**config.mk**
```make
export PLATFORM = sky130hd
export DESIGN_NAME = sema_dual
export DESIGN_NICKNAME = d
export VERILOG_FILES = /design/src/rtl/sema_pkg.sv /design/src/rtl/sema_port.sv /design/src/rtl/sema_core.sv /design/src/rtl/sema_dual.sv
export SDC_FILE = /design/constraint.sdc
export NUM_CORES = 1
export LEC_CHECK = 0
export BUFFER_PORTS_ARGS = -buffer_cell sky130_fd_sc_hd__buf_4
export CAP_MARGIN = 20
export CORE_AREA = 10 10 47 49
export DETAILED_ROUTE_END_ITERATION = 10
export DIE_AREA = 0 0 57 59
export PLACE_DENSITY = 0.42
export SYNTH_ARGS = -nofsm -noshare
export SYNTH_HDL_FRONTEND = slang
export SYNTH_SLANG_ARGS = --single-unit
```
**constraint.sdc**
```tcl
create_clock -name clk -period 0.8 [get_ports clk]
set_input_delay 0.04 -clock clk [delete_from_list [all_inputs] [get_ports clk]]
set_output_delay 0.04 -clock clk [all_outputs]
set_load 0.01 [all_outputs]
```
**src/rtl/sema_pkg.sv**
```systemverilog
package sema_pkg;
   typedef enum logic [1:0] {
      OWN_NONE  = 2'd0,
      OWN_LEFT  = 2'd1,
      OWN_RIGHT = 2'd2
   } sema_owner_t;

   typedef struct packed {
      logic take;
      logic give;
   } sema_cmd_t;

   localparam int unsigned SIDES = 2;
endpackage

```
**src/rtl/sema_port.sv**
```systemverilog
module sema_port
   import sema_pkg::*;
#(
   parameter int unsigned SIDE = 0
) (
   input  logic        wr_en,
   input  logic        wr_bit,
   input  sema_owner_t owner,
   output sema_cmd_t   cmd,
   output logic        status
);
   localparam sema_owner_t MINE = (SIDE == 0) ? OWN_LEFT : OWN_RIGHT;

   generate
      if (SIDE > 1) begin : g_bad_side
         $error("sema_port: SIDE must be 0 or 1");
      end
   endgenerate

   always_comb begin
      cmd.take = wr_en & ~wr_bit;
      cmd.give = wr_en &  wr_bit;
      status   = (owner != MINE);
   end
endmodule

```
**src/rtl/sema_core.sv**
```systemverilog
module sema_core
   import sema_pkg::*;
#(
   parameter bit TIE_LEFT = 1'b1,
   parameter bit QUEUE_EN = 1'b1
) (
   input  logic        clk,
   input  logic        rst_n,
   input  sema_cmd_t   cmd [SIDES],
   output sema_owner_t owner,
   output logic [SIDES-1:0] waiting
);
   localparam int unsigned WIN  = TIE_LEFT ? 0 : 1;
   localparam int unsigned LOSE = 1 - WIN;

   sema_owner_t owner_q, owner_d;
   logic [SIDES-1:0] wait_q, wait_d, wait_upd;
   sema_owner_t side_own [SIDES];

   assign side_own[0] = OWN_LEFT;
   assign side_own[1] = OWN_RIGHT;

   // A claim or cancel written this cycle updates the waiting flag first.
   generate
      for (genvar s = 0; s < SIDES; s++) begin : g_wait
         if (QUEUE_EN) begin : g_queue
            assign wait_upd[s] = cmd[s].take ? 1'b1 :
                                 cmd[s].give ? 1'b0 : wait_q[s];
         end else begin : g_plain
            assign wait_upd[s] = 1'b0;
         end
      end
   endgenerate

   always_comb begin
      owner_d = owner_q;
      wait_d  = '0;
      unique case (owner_q)
         OWN_NONE: begin
            if (cmd[0].take && cmd[1].take) begin
               owner_d        = side_own[WIN];
               wait_d[LOSE]   = QUEUE_EN;
            end else if (cmd[0].take) begin
               owner_d = OWN_LEFT;
            end else if (cmd[1].take) begin
               owner_d = OWN_RIGHT;
            end
         end
         OWN_LEFT: begin
            wait_d[1] = wait_upd[1];
            if (cmd[0].give) begin
               owner_d   = wait_upd[1] ? OWN_RIGHT : OWN_NONE;
               wait_d[1] = 1'b0;
            end
         end
         OWN_RIGHT: begin
            wait_d[0] = wait_upd[0];
            if (cmd[1].give) begin
               owner_d   = wait_upd[0] ? OWN_LEFT : OWN_NONE;
               wait_d[0] = 1'b0;
            end
         end
         default: begin
            owner_d = OWN_NONE;
         end
      endcase
   end

   always_ff @(posedge clk or negedge rst_n) begin
      if (!rst_n) begin
         owner_q <= OWN_NONE;
         wait_q  <= '0;
      end else begin
         owner_q <= owner_d;
         wait_q  <= wait_d;
      end
   end

   assign owner   = owner_q;
   assign waiting = wait_q;
endmodule

```
**src/rtl/sema_dual.sv**
```systemverilog
module sema_dual
   import sema_pkg::*;
#(
   parameter bit TIE_LEFT = 1'b1,
   parameter bit QUEUE_EN = 1'b1
) (
   input  logic clk,
   input  logic rst_n,
   input  logic lft_we,
   input  logic lft_wd,
   output logic lft_stat,
   input  logic rgt_we,
   input  logic rgt_wd,
   output logic rgt_stat
);
   sema_cmd_t        cmd  [SIDES];
   logic [SIDES-1:0] we_v, wd_v, st_v;
   logic [SIDES-1:0] waiting;
   sema_owner_t      owner;

   assign we_v = {rgt_we, lft_we};
   assign wd_v = {rgt_wd, lft_wd};

   generate
      for (genvar s = 0; s < SIDES; s++) begin : g_side
         sema_port #(.SIDE(s)) u_port (
            .wr_en  (we_v[s]),
            .wr_bit (wd_v[s]),
            .owner  (owner),
            .cmd    (cmd[s]),
            .status (st_v[s])
         );
      end
   endgenerate

   sema_core #(.TIE_LEFT(TIE_LEFT), .QUEUE_EN(QUEUE_EN)) u_core (
      .clk     (clk),
      .rst_n   (rst_n),
      .cmd     (cmd),
      .owner   (owner),
      .waiting (waiting)
   );

   assign lft_stat = st_v[0];
   assign rgt_stat = st_v[1];
endmodule

```
# Word level (Yosys, flattened, before mapping)
# Cells that the tools add are included.
# op_classes
reduce_logical,3
muxes,17
eq_ne,7
bitwise,6
# ops
cell,count
$mux 2,6
$mux 1,9
$ne 2x1->1 const B,3
$pmux 2 s3,1
$and 1x1->1,4
$ne 4x1->1 const B,1
$reduce_and 3->1,1
$eq 2x1->1 const B,1
$eq 2x2->1 const B,1
$logic_not 2->1,1
$ne 2x2->1 const B,1
$not 1->1,2
$pmux 1 s2,1
$logic_and 1x1->1,1
# totals
in_bits,6
out_inout_bits,2
wordCells,35
regBits,4

# Depth between registers and ports, before layout
# Gate-level depths: netlist of the first run.
# depth
ltp_word,6
mapped_depth,3
mapped_depth_nobuf,3

# Cells and area by module
# A second synthesis of the first run with hierarchy kept.
# unflattened
cells_unflattened,30
hier_area_um2,267.8
# by_module_without_submodules
module,seq_area_each_um2,n_inst,area_per_inst_um2,cells_each
sema_core,100.1,1,222.7,24
sema_port,0.0,2,22.5,3

# Least setup slack after synthesis of the first run
# OpenSTA, ideal clock, no wires.
# synth_timing
path_type,reg-to-reg
start,register u_core.owner_q[1] (netlist: u_core.owner[1])
end,register u_core.owner_q[0] (netlist: u_core.owner[0])
t_arrival_ns,0.726
path_slack_ns,-0.021
n_path_buf,0
path_stages_with_launch,3
period_less_slack_ns,0.821
setup_ns,0.095
required_time_ns,0.705
cell_sequence,dfrtp_1 a31oi_1 o32ai_2
# synth_between
elab_chain_cells,3
word_cells_on_any_way,8
classes_between,eq/ne: 5; mux: 1; reduce/logical: 2
# synth_rtl
item,line,text
from (decl),sema_core.sv:16,"sema_owner_t owner_q, owner_d;"
from (signal assigned),sema_core.sv:74,owner_q <= owner_d;
$eq 2x2->1 (tied with other cells),sema_core.sv:38,unique case (owner_q)
$ne 2x1->1 (no source line) / $ne 4x1->1 (equally long branches),n/a,
$reduce_and 3->1 (no source line),n/a,
# Parallel ways exist; a longest one is shown, timed or not.
# A chain may end at the register's enable or synchronous reset.

# Worst setup path after layout of the first run
# layout_timing
start,register u_core.owner_q[1] (netlist: u_core.owner[1])
end,output port lft_stat
# layout_between
elab_chain_cells,1
# layout_rtl
item,line,text
$ne 2x1->1,sema_port.sv:23,status = (owner != MINE);
to (decl),sema_dual.sv:11,"output logic lft_stat,"
# Every way passes these cells.

==> flow_summary.yaml, run 1 <==
sta:
  hold_slack_ns: -0.00907
  finalCritPeriodShare_pct: 122
  setup_viol_count_final: 6
  hold_violations: 1
  maxSlewViolCount: 0
  tightestPinTransition_ns: 0.202
  max_freq_mhz: 1030
  rsz0062_at_grt: "true"
  max_slew_margin_pct: 86.5
  skew_ns: 0.00214
  min_period_ns: 0.974
  layout_setup_ws_ns: -0.174
routing:
  drt-initial-drc-count: 5
  drc: 0
  wl_per_cell_um: 12.2
  dr.pass1.iters: 4
  via_count: 259
  ant_nets: 0
  drt_wl_total_um: 708
  routed_via_density: 4.47
floorplanning:
  std_cell_rows: 14
  die_area_mm2: 0.00336
  die_h_um: 59
  floorplan.initialDensity_pct: 17.1
  die_x_um: 57
  io_pins: 8
  core_region_area_mm2: 0.00140
clock_tree:
  worstSkewPairLatency_ns: 0.24
  clock_sinks: 4
  cts_buffer_depth: 2
  holdBufCountCts: 1
  cts_tree: "yes"
  cts_inserted_buffers: 3
  cts-root-buf: "clkbuf_4"
  clkTransAtPathRegs_ns: 0.04
  cts_max_level: 1
critical_path:
  r2r-end: "u_core.owner[0]$_DFFE_PN0P_"
  cp-end-kind: "output pin"
  crit_start: "u_core.owner[1]$_DFFE_PN0P_"
  worstPathArrival_ns: 0.93
  crit_required_ns: 0.76
  crit_path_max_fanout: 4
  r2r_slack_ns: -0.14
  criticalPathCategory: "reg2out"
  slowest_delay_ns: 0.44
  worstPathCellList: "nand2b_4, buf_6"
  r2r_cells: 3
  crit_end: "lft_stat"
  cpLargestDelayFamily: "flip-flops"
  cp.depth: 2
  cp_num_buf_inv: 1
  cp_slowest_cell: "dfrtp_2"
  timing.rr.start: "u_core.owner[1]$_DFFE_PN0P_"
  start_kind: "flip-flop"
logic_synthesis:
  synth_area_leaders: "dfrtp_1 42%, and2b_1 9.4%, a21oi_1 8.4%"
  yosys.area.top_type: "dfrtp_1"
  synth_simple_gate_area_share_pct: 25.1
  synth_compound_area_share_pct: 31.4
  synth-xor-area-share_pct: 0
  ys_ff_latch: 4
  synth_mux_area_share_pct: 0
  ys_seq_area_share_pct: 41.9
  synthAdderAreaFrac_pct: 0
  yosysWarnings: 0
  avgSynthCellArea_um2: 9.19
  synthesis.nets: 32
  synth.cell_area_um2: 239
  syn-instance-count: 26
  synth.top_cell.area_share_pct: 41.9
  synth_top_family_by_area: "compound AO/OA/AOI/OAI gates"
  ys_types: 14
power:
  power_leakage_nw: 0.192
  total_power_mw: 0.866
  p_sw_mw: 0.259
  pwr-share-comb_pct: 37.4
  power.density_mw_per_mm2: 1900
  irDropWorstVdd_mv: 0.729
  clockPowerShare_pct: 32.4
  p_seq_share_pct: 30.2
  switching_share_pct: 29.9
  intPower_mw: 0.608
global_routing:
  grt_max_degree: 7
  grt_overflow_total: 0
  grt_pass1_wl_um: 1320
  grt_usage_pct: 4.89
  antenna_found_initial: 0
  grt_pass1_vias: 306
place:
  io_buffers: 7
  place_hpwl_um: 511
  place_ws_ns: -0.0984
  gp_congestion: 0.836
run_status:
  violations: "negative hold slack, negative setup slack"
  status: "complete, but fails checks"
finish:
  areaGrowthSynthToFinish_pct: 90.6
  fillers: 160
  final_common_cell: "buf_4"
  drive_gt1_share_pct: 61.9
  antenna_cells: 0
  final_nets: 49
  layout_common_cells: "6 x buf_4, 5 x buf_6, 4 x nand2_1"
run:
  maxCapViolCount: 0
worst_hold_path:
  min_path_type: "in2reg"
-- worst reg2reg max path: stages, from the launching register on --
cell and delay, ns:
dfrtp_2 0.44, buf_4 0.16, a31oi_4 0.13, o32ai_2 0.09
-- power by group through the flow --
| stage | registers (mW) | clock network, mW | logic [mW] |
|---|---|---|---|
| global placement | 0.267 | 0 | 0.164 |
| detailed placement | 0.271 | 0 | 0.168 |
| global route | 0.266 | 0.317 | 0.353 |
| CTS | 0.260 | 0.293 | 0.310 |
| floorplan | 0.261 | 0 | 0.0837 |
| finish | 0.262 | 0.280 | 0.324 |
-- final cells by class --
class	count	area (µm²)	share of cell area, %
clock buffers	4	26.3	5.77
repair buffers	12	111	24.5
multi-input cells	21	191	42.0
flip-flops and latches	4	103	22.5
inverters	1	3.75	0.824
well taps	16	20.0	4.40
-- state kept, by name, summed over array words and instances (netlist names) --
signal          flops
u_core.waiting      2
u_core.owner        2
-- cells in the mapped netlist (all sizes together) --
master and instances:
nand2 4, inv 1, o32ai 1, a221oi 1, and2b 3, o21ai 2, a31oi 1, a21oi 4
nor2 1, o31ai 1, dfrtp 4, nand2b 2, nor2b 1
-- how the worst min path moves through the flow --
stage	from	to	slack, ns	depth (start not counted)
after floorplan	rst_n	u_core.owner[0]$_DFFE_PN0P_	-0.26	0
after global placement	rst_n	u_core.waiting[0]$_DFF_PN0_	-0.16	1
after detailed placement	rst_n	u_core.waiting[0]$_DFF_PN0_	-0.16	1
after CTS	lft_wd	u_core.waiting[1]$_DFF_PN0_	-0.02	2
after global routing	lft_wd	u_core.waiting[1]$_DFF_PN0_	-0.007	2
final	lft_wd	u_core.waiting[1]$_DFF_PN0_	-0.009	2
-- cell families (layout without fill, tap and decap cells) --
kind of cell	after synthesis	in the layout
flops	4	4
simple gates	11	11
buf+inv	1	17
compound gates	10	10
-- through the flow --
stage                      TNS, ns  std cells  util [%]  area, µm²
after floorplan           -0.00821         26         -        246
after global placement      -0.140         50      23.3        327
after detailed placement    -0.255         50      23.3        327
after CTS                   -0.904         58      32.0        448
after global routing         -1.17         58      32.5        455
final                       -0.852         58      32.5        455
-- metal layers --
layer | routed length, µm | vias up | track usage [%] | share of wire (%)
li1 | - | 125 | - | -
met1 | 318 | 128 | 5.35 | 45
met2 | 336 | 6 | 7.29 | 47
met3 | 53 | 0 | 2.58 | 7.5
met4 | 0 | 0 | 3.02 | 0
met5 | 0 | - | 0 | 0
-- repair_timing --
item / 4_1_cts / 5_1_grt
endpoints found under the setup margin: 6 / 6
pin swaps: 2 / 0
setup buffers: 3 / 0
hold endpoints to repair: 5 / 1
resized for setup: 13 / 2
Power figures use the tool's default switching activity.
==> run 2, diff against run 1 <==
Settings changed: ABC_CLOCK_PERIOD_IN_PS from default to 800, BUFFER_PORTS_ARGS -buffer_cell sky130_fd_sc_hd__buf_4 to -buffer_cell sky130_fd_sc_hd__buf_2, SETUP_SLACK_MARGIN from default to 0.4.
==> run 2 against run 1 <==
Compared with the run above:
- the run ends with negative setup slack left
- maximum frequency decreased by 0.72%
- cell count increased by 5.2%
- sequential power increased by 2%
- sequential share of layout area decreased by 0.37 points
- critical path type unchanged
- largest power group unchanged
- first-iteration DRC count decreased by 60%
==> flow_summary.yaml, run 2 (same netlist as run 1, synthesis figures left out) <==
critical_path:
  cp-end-kind: "output pin"
  crit_path_max_fanout: 5
  start_kind: "flip-flop"
  r2r-end: "u_core.owner[0]$_DFFE_PN0P_"
  timing.rr.start: "u_core.owner[1]$_DFFE_PN0P_"
  r2r_slack_ns: -0.17
  worstPathArrival_ns: 0.94
  crit_required_ns: 0.76
  r2r_cells: 3
  criticalPathCategory: "reg2out"
finish:
  final_nets: 52
  final_common_cell: "buf_4"
  layout_common_cells: "6 x buf_4, 5 x buf_2, 4 x nand2_1"
  drive_gt1_share_pct: 64.4
  fillers: 155
  areaGrowthSynthToFinish_pct: 93.7
  final_area_um2: 463
  antenna_cells: 0
sta:
  tns_ns: -0.943
  min_period_ns: 0.981
  rsz0062_at_grt: "true"
  tightestPinTransition_ns: 0.227
  setup_viol_count_final: 6
  finalCritPeriodShare_pct: 123
  skew_ns: 0.0108
  hold_violations: 0
  max_freq_mhz: 1020
  maxSlewViolCount: 0
  layout_setup_ws_ns: -0.181
  max_slew_margin_pct: 84.9
clock_tree:
  cts_inserted_buffers: 3
  cts_buffer_depth: 2
  cts_max_level: 1
  worstSkewPairLatency_ns: 0.24
  cts_tree: "yes"
  clkTransAtPathRegs_ns: 0.05
  clock_sinks: 4
  cts-root-buf: "clkbuf_4"
power:
  p_sw_mw: 0.259
  p_seq_share_pct: 31.0
  irDropWorstVdd_mv: 0.899
  pwr-share-comb_pct: 35.9
  power_leakage_nw: 0.201
  intPower_mw: 0.599
  clockPowerShare_pct: 33.1
  power.density_mw_per_mm2: 1850
  switching_share_pct: 30.2
routing:
  drt-initial-drc-count: 2
  routed_via_density: 4.25
  drt_wl_total_um: 745
  wl_per_cell_um: 12.2
  via_count: 259
  drc: 0
  ant_nets: 0
  dr.pass1.iters: 3
global_routing:
  grt_overflow_total: 0
  grt_pass1_vias: 264
  antenna_found_initial: 0
  grt_usage_pct: 4.62
  grt_max_degree: 6
  grt_pass1_wl_um: 1190
floorplanning:
  io_pins: 8
  floorplan.initialDensity_pct: 17.1
  die_x_um: 57
  die_h_um: 59
  core_region_area_mm2: 0.00140
  std_cell_rows: 14
  die_area_mm2: 0.00336
place:
  placed_cell_area_um2: 332
  gp_congestion: 0.693
  place_hpwl_um: 487
  io_buffers: 7
run_status:
  violations: "negative setup slack"
  status: "complete, but fails checks"
worst_hold_path:
  hold_depth: 3
  min-delay-start: "lft_wd"
  min_path_type: "in2reg"
  whs_endpoint: "u_core.waiting[1]$_DFF_PN0_"
run:
  maxCapViolCount: 0
## run 2: cell types whose count changed in the layout (fill, tap and decap cells not counted)
cell	previous run	this run
nor2b_4	0	1
a21oi_2	1	0
buf_2	0	5
nor2b_2	1	0
buf_6	5	3
a21oi_1	2	3
o21ai_2	1	2
o21ai_1	1	0
## run 2: what timing repair did
item	in CTS	in global routing
endpoints found under the setup margin	6	6
buffers inserted	3	0
pin swaps	2	1
hold buffers	1	0
gates resized for setup	10	4
hold endpoints to repair	4	0
## run 2: worst max-delay path: stages (launching register included)
cell	delay [ns]
dfrtp_2	0.44
nand2b_4	0.15
buf_6	0.11
## run 2: area by class of cell
type,instances,area [µm²],share of cell area (%)
Clock buffer,4,26.3,5.68
Inverter,1,3.75,0.811
Multi-Input combinational cell,21,196,42.4
Sequential cell,4,103,22.2
Tap cell,16,20.0,4.32
Timing Repair Buffer,15,114,24.6
## run 2: worst max path at each step
stage,endpoint,depth (start not counted),from,slack [ns]
global placement,u_core.waiting[1]$_DFF_PN0_,2,u_core.owner[0]$_DFFE_PN0P_,-0.11
floorplan,u_core.owner[0]$_DFFE_PN0P_,2,u_core.owner[1]$_DFFE_PN0P_,-0.005
CTS,lft_stat,2,u_core.owner[1]$_DFFE_PN0P_,-0.20
detailed placement,u_core.waiting[1]$_DFF_PN0_,2,u_core.owner[0]$_DFFE_PN0P_,-0.13
finish,rgt_stat,2,u_core.owner[0]$_DFFE_PN0P_,-0.18
global route,u_core.owner[0]$_DFFE_PN0P_,3,u_core.owner[1]$_DFFE_PN0P_,-0.22
## run 2: power by group through the flow
stage                     sequential [mW]  combinational (mW)  clock (mW)
final                               0.266               0.308       0.283
after global routing                0.271               0.334       0.319
after CTS                           0.266               0.280       0.300
after detailed placement            0.270               0.161           0
after global placement              0.270               0.164           0
after floorplan                     0.261              0.0838           0
## run 2: routing by layer
layer	GRT usage [%]	vias to the layer above	part of all wire, %
met5	0	-	0
met4	2.01	0	0
met3	3.22	0	2.7
met2	8.06	2	61
met1	4.02	124	36
li1	-	133	-
## run 2: stage by stage
stage / util (%) / worst slack (ns) / instances / power (mW) / hold slack [ns]
after floorplan: - / -0.00465 / 26 / 0.345 / -0.256
after global placement: 23.7 / -0.110 / 53 / 0.434 / -0.145
after detailed placement: 23.7 / -0.125 / 53 / 0.431 / -0.148
after CTS: 31.3 / -0.196 / 61 / 0.845 / 0.0769
after global routing: 33.0 / -0.225 / 61 / 0.924 / 0.0895
final: 33.0 / -0.181 / 61 / 0.857 / 0.0817
==> run 3, diff against run 2 <==
Settings changed: ABC_AREA from default to 1, PLACE_DENSITY 0.42 to 0.43.
==> run 3 against run 2 <==
Compared with the run above:
- the run still ends with negative setup slack left
- die area is the same
- clock skew down 0.0097 ns
- wire length decreased by 16%
- worst setup slack got worse by 0.076 ns
- worst hold slack lost 0.070 ns
- cell count increased by 18%
- area after synthesis grew 3.1%
- sequential power up 31%
- flip-flop and latch count did not move
- largest cell class unchanged
==> flow_summary.yaml, run 3 <==
clock_tree:
  cts_inserted_buffers: 3
  clock_sinks: 4
  cts_tree: "yes"
  worstSkewPairLatency_ns: 0.23
  cts_buffer_depth: 2
  clkTransAtPathRegs_ns: 0.03
  cts-root-buf: "clkbuf_4"
  cts_max_level: 1
place:
  gp_congestion: 0.712
  placed_cell_area_um2: 324
  place_hpwl_um: 514
  io_buffers: 7
sta:
  hold_slack_ns: 0.0115
  max_slew_margin_pct: 89.1
  tightestPinTransition_ns: 0.163
  finalCritPeriodShare_pct: 132
  layout_setup_ws_ns: -0.257
  tns_ns: -1.20
  setup_viol_count_final: 6
  min_period_ns: 1.06
  hold_violations: 0
  rsz0062_at_grt: "true"
  max_freq_mhz: 946
  maxSlewViolCount: 0
  skew_ns: 0.00103
logic_synthesis:
  syn-instance-count: 39
  synthArstFlopShare_pct: 100
  ys_ff_latch: 4
  yosys.area.top_type: "dfrtp_1"
  yosys-top-cells-count: "12 x nand2_1, 8 x inv_1, 5 x nand3_1, 5 x nor2_1, 4 x dfrtp_1"
  synth_area_leaders: "dfrtp_1 41%, nand2_1 18%, inv_1 12%"
  ys_seq_area_share_pct: 40.6
  yosysWarnings: 0
  synth.most_common_cell: "nand2_1"
  ys_types: 9
  avgSynthCellArea_um2: 6.32
  synth_ff_type: "dfrtp_1"
  synth.top_cell.area_share_pct: 40.6
  synth-edff-count: 0
  synth.cell_area_um2: 246
  synthesis.nets: 45
power:
  power.density_mw_per_mm2: 3070
  switching_share_pct: 37.1
  power_leakage_nw: 0.224
  pwr-share-comb_pct: 55.7
  intPower_mw: 0.831
  clockPowerShare_pct: 17.8
  irDropWorstVdd_mv: 1.14
  p_seq_share_pct: 26.5
  p_sw_mw: 0.489
worst_hold_path:
  min-delay-start: "rgt_wd"
  min_path_type: "in2reg"
  whs_endpoint: "u_core.waiting[0]$_DFF_PN0_"
  hold_depth: 2
global_routing:
  grt_max_degree: 5
  grt_usage_pct: 4.54
  antenna_found_initial: 0
  grt_pass1_vias: 295
  grt_pass1_wl_um: 1120
  grt_overflow_total: 0
finish:
  areaGrowthSynthToFinish_pct: 74.6
  final_core_util_pct: 30.7
  fillers: 153
  final_nets: 64
  layout_common_cells: "12 x nand2_1, 6 x buf_2, 5 x inv_1, 5 x buf_4"
  final_common_cell: "nand2_1"
  drive_gt1_share_pct: 50.0
  final_area_um2: 430
  antenna_cells: 0
critical_path:
  criticalPathCategory: "reg2out"
  r2r_cells: 7
  cp-end-kind: "output pin"
  start_kind: "flip-flop"
  crit_path_max_fanout: 4
  worstPathArrival_ns: 1.02
  r2r_slack_ns: -0.24
  crit_required_ns: 0.76
  r2r-end: "u_core.owner[1]$_DFFE_PN0P_"
  timing.rr.start: "u_core.owner[1]$_DFFE_PN0P_"
run:
  maxCapViolCount: 0
run_status:
  violations: "negative setup slack"
  status: "complete, but fails checks"
routing:
  drc: 0
  dr.pass1.iters: 2
  drt_wl_total_um: 629
  ant_nets: 0
  routed_via_density: 3.94
  via_count: 284
  drt-initial-drc-count: 1
  wl_per_cell_um: 8.74
floorplanning:
  die_x_um: 57
  die_area_mm2: 0.00336
  floorplan.initialDensity_pct: 17.6
  die_h_um: 59
  core_region_area_mm2: 0.00140
  io_pins: 8
  std_cell_rows: 14
[run 3: cell count changes after synthesis, sizes merged, moves of 3 or more]
cell / previous run / this run
a21oi: 4 / 1
and2b: 3 / 0
inv: 1 / 8
nand2: 4 / 13
nand3: 0 / 5
nor2: 1 / 5
[run 3: repair_timing]
item | 4_1_cts | 5_1_grt
hold buffers | 1 | 0
hold endpoints to repair | 4 | 0
cloned | 0 | 0
endpoints found under the setup margin | 6 | 6
buffers inserted | 2 | 1
resized for setup | 8 | 9
pin swaps | 2 | 2
[run 3: layout make-up]
type,instances,area [µm²],area share [%]
Clock buffer,3,22.5,5.23
Timing Repair Buffer,14,100,23.3
Sequential cell,4,103,23.8
Multi-Input combinational cell,27,155,36.0
Tap cell,16,20.0,4.65
Inverter,8,30.0,6.98
[run 3: power by group through the flow]
stage          clock, mW  combinational, mW  sequential (mW)
5_1_grt            0.269              0.834            0.357
3_5_place_dp           0              0.467            0.311
3_3_place_gp           0              0.466            0.309
2_1_floorplan          0              0.276            0.300
4_1_cts            0.254              0.634            0.319
6_report           0.235              0.736            0.349
[run 3: worst max path at each step]
stage                                       end  slack (ns)                         from
global placement    u_core.owner[0]$_DFFE_PN0P_       -0.17  u_core.owner[1]$_DFFE_PN0P_
global route                           rgt_stat       -0.32  u_core.owner[0]$_DFFE_PN0P_
detailed placement  u_core.owner[1]$_DFFE_PN0P_       -0.20  u_core.owner[1]$_DFFE_PN0P_
CTS                                    rgt_stat       -0.28  u_core.owner[1]$_DFFE_PN0P_
floorplan           u_core.owner[0]$_DFFE_PN0P_       -0.10  u_core.owner[1]$_DFFE_PN0P_
finish                                 rgt_stat       -0.26  u_core.owner[0]$_DFFE_PN0P_
[run 3: metal layers]
layer / global-route usage (%) / wire (µm) / vias up
li1: - / - / 152
met1: 4.65 / 279 / 125
met2: 6.36 / 316 / 5
met3: 2.15 / 26 / 2
met4: 5.03 / 6 / 0
met5: 0 / 0 / -
[run 3: critical path: stages, from the launching register on]
cell and delay [ns]:
dfrtp_2 0.44, nor2_4 0.13, buf_6 0.10, inv_2 0.02, buf_6 0.10
[run 3: metrics by stage]
step / worst slack, ns / instances / power, mW
after CTS: -0.280 / 71 / 1.21
after floorplan: -0.104 / 39 / 0.575
final: -0.257 / 72 / 1.32
after global routing: -0.317 / 72 / 1.46
after detailed placement: -0.202 / 65 / 0.778
after global placement: -0.168 / 65 / 0.775
[run 3: cell families after synthesis]
kind of cell    count (synthesis)  share of synthesized area (%)
compound gates                  3                           6.09
buf+inv                         8                           12.2
flops                           4                           40.6
simple gates                   24                           41.1
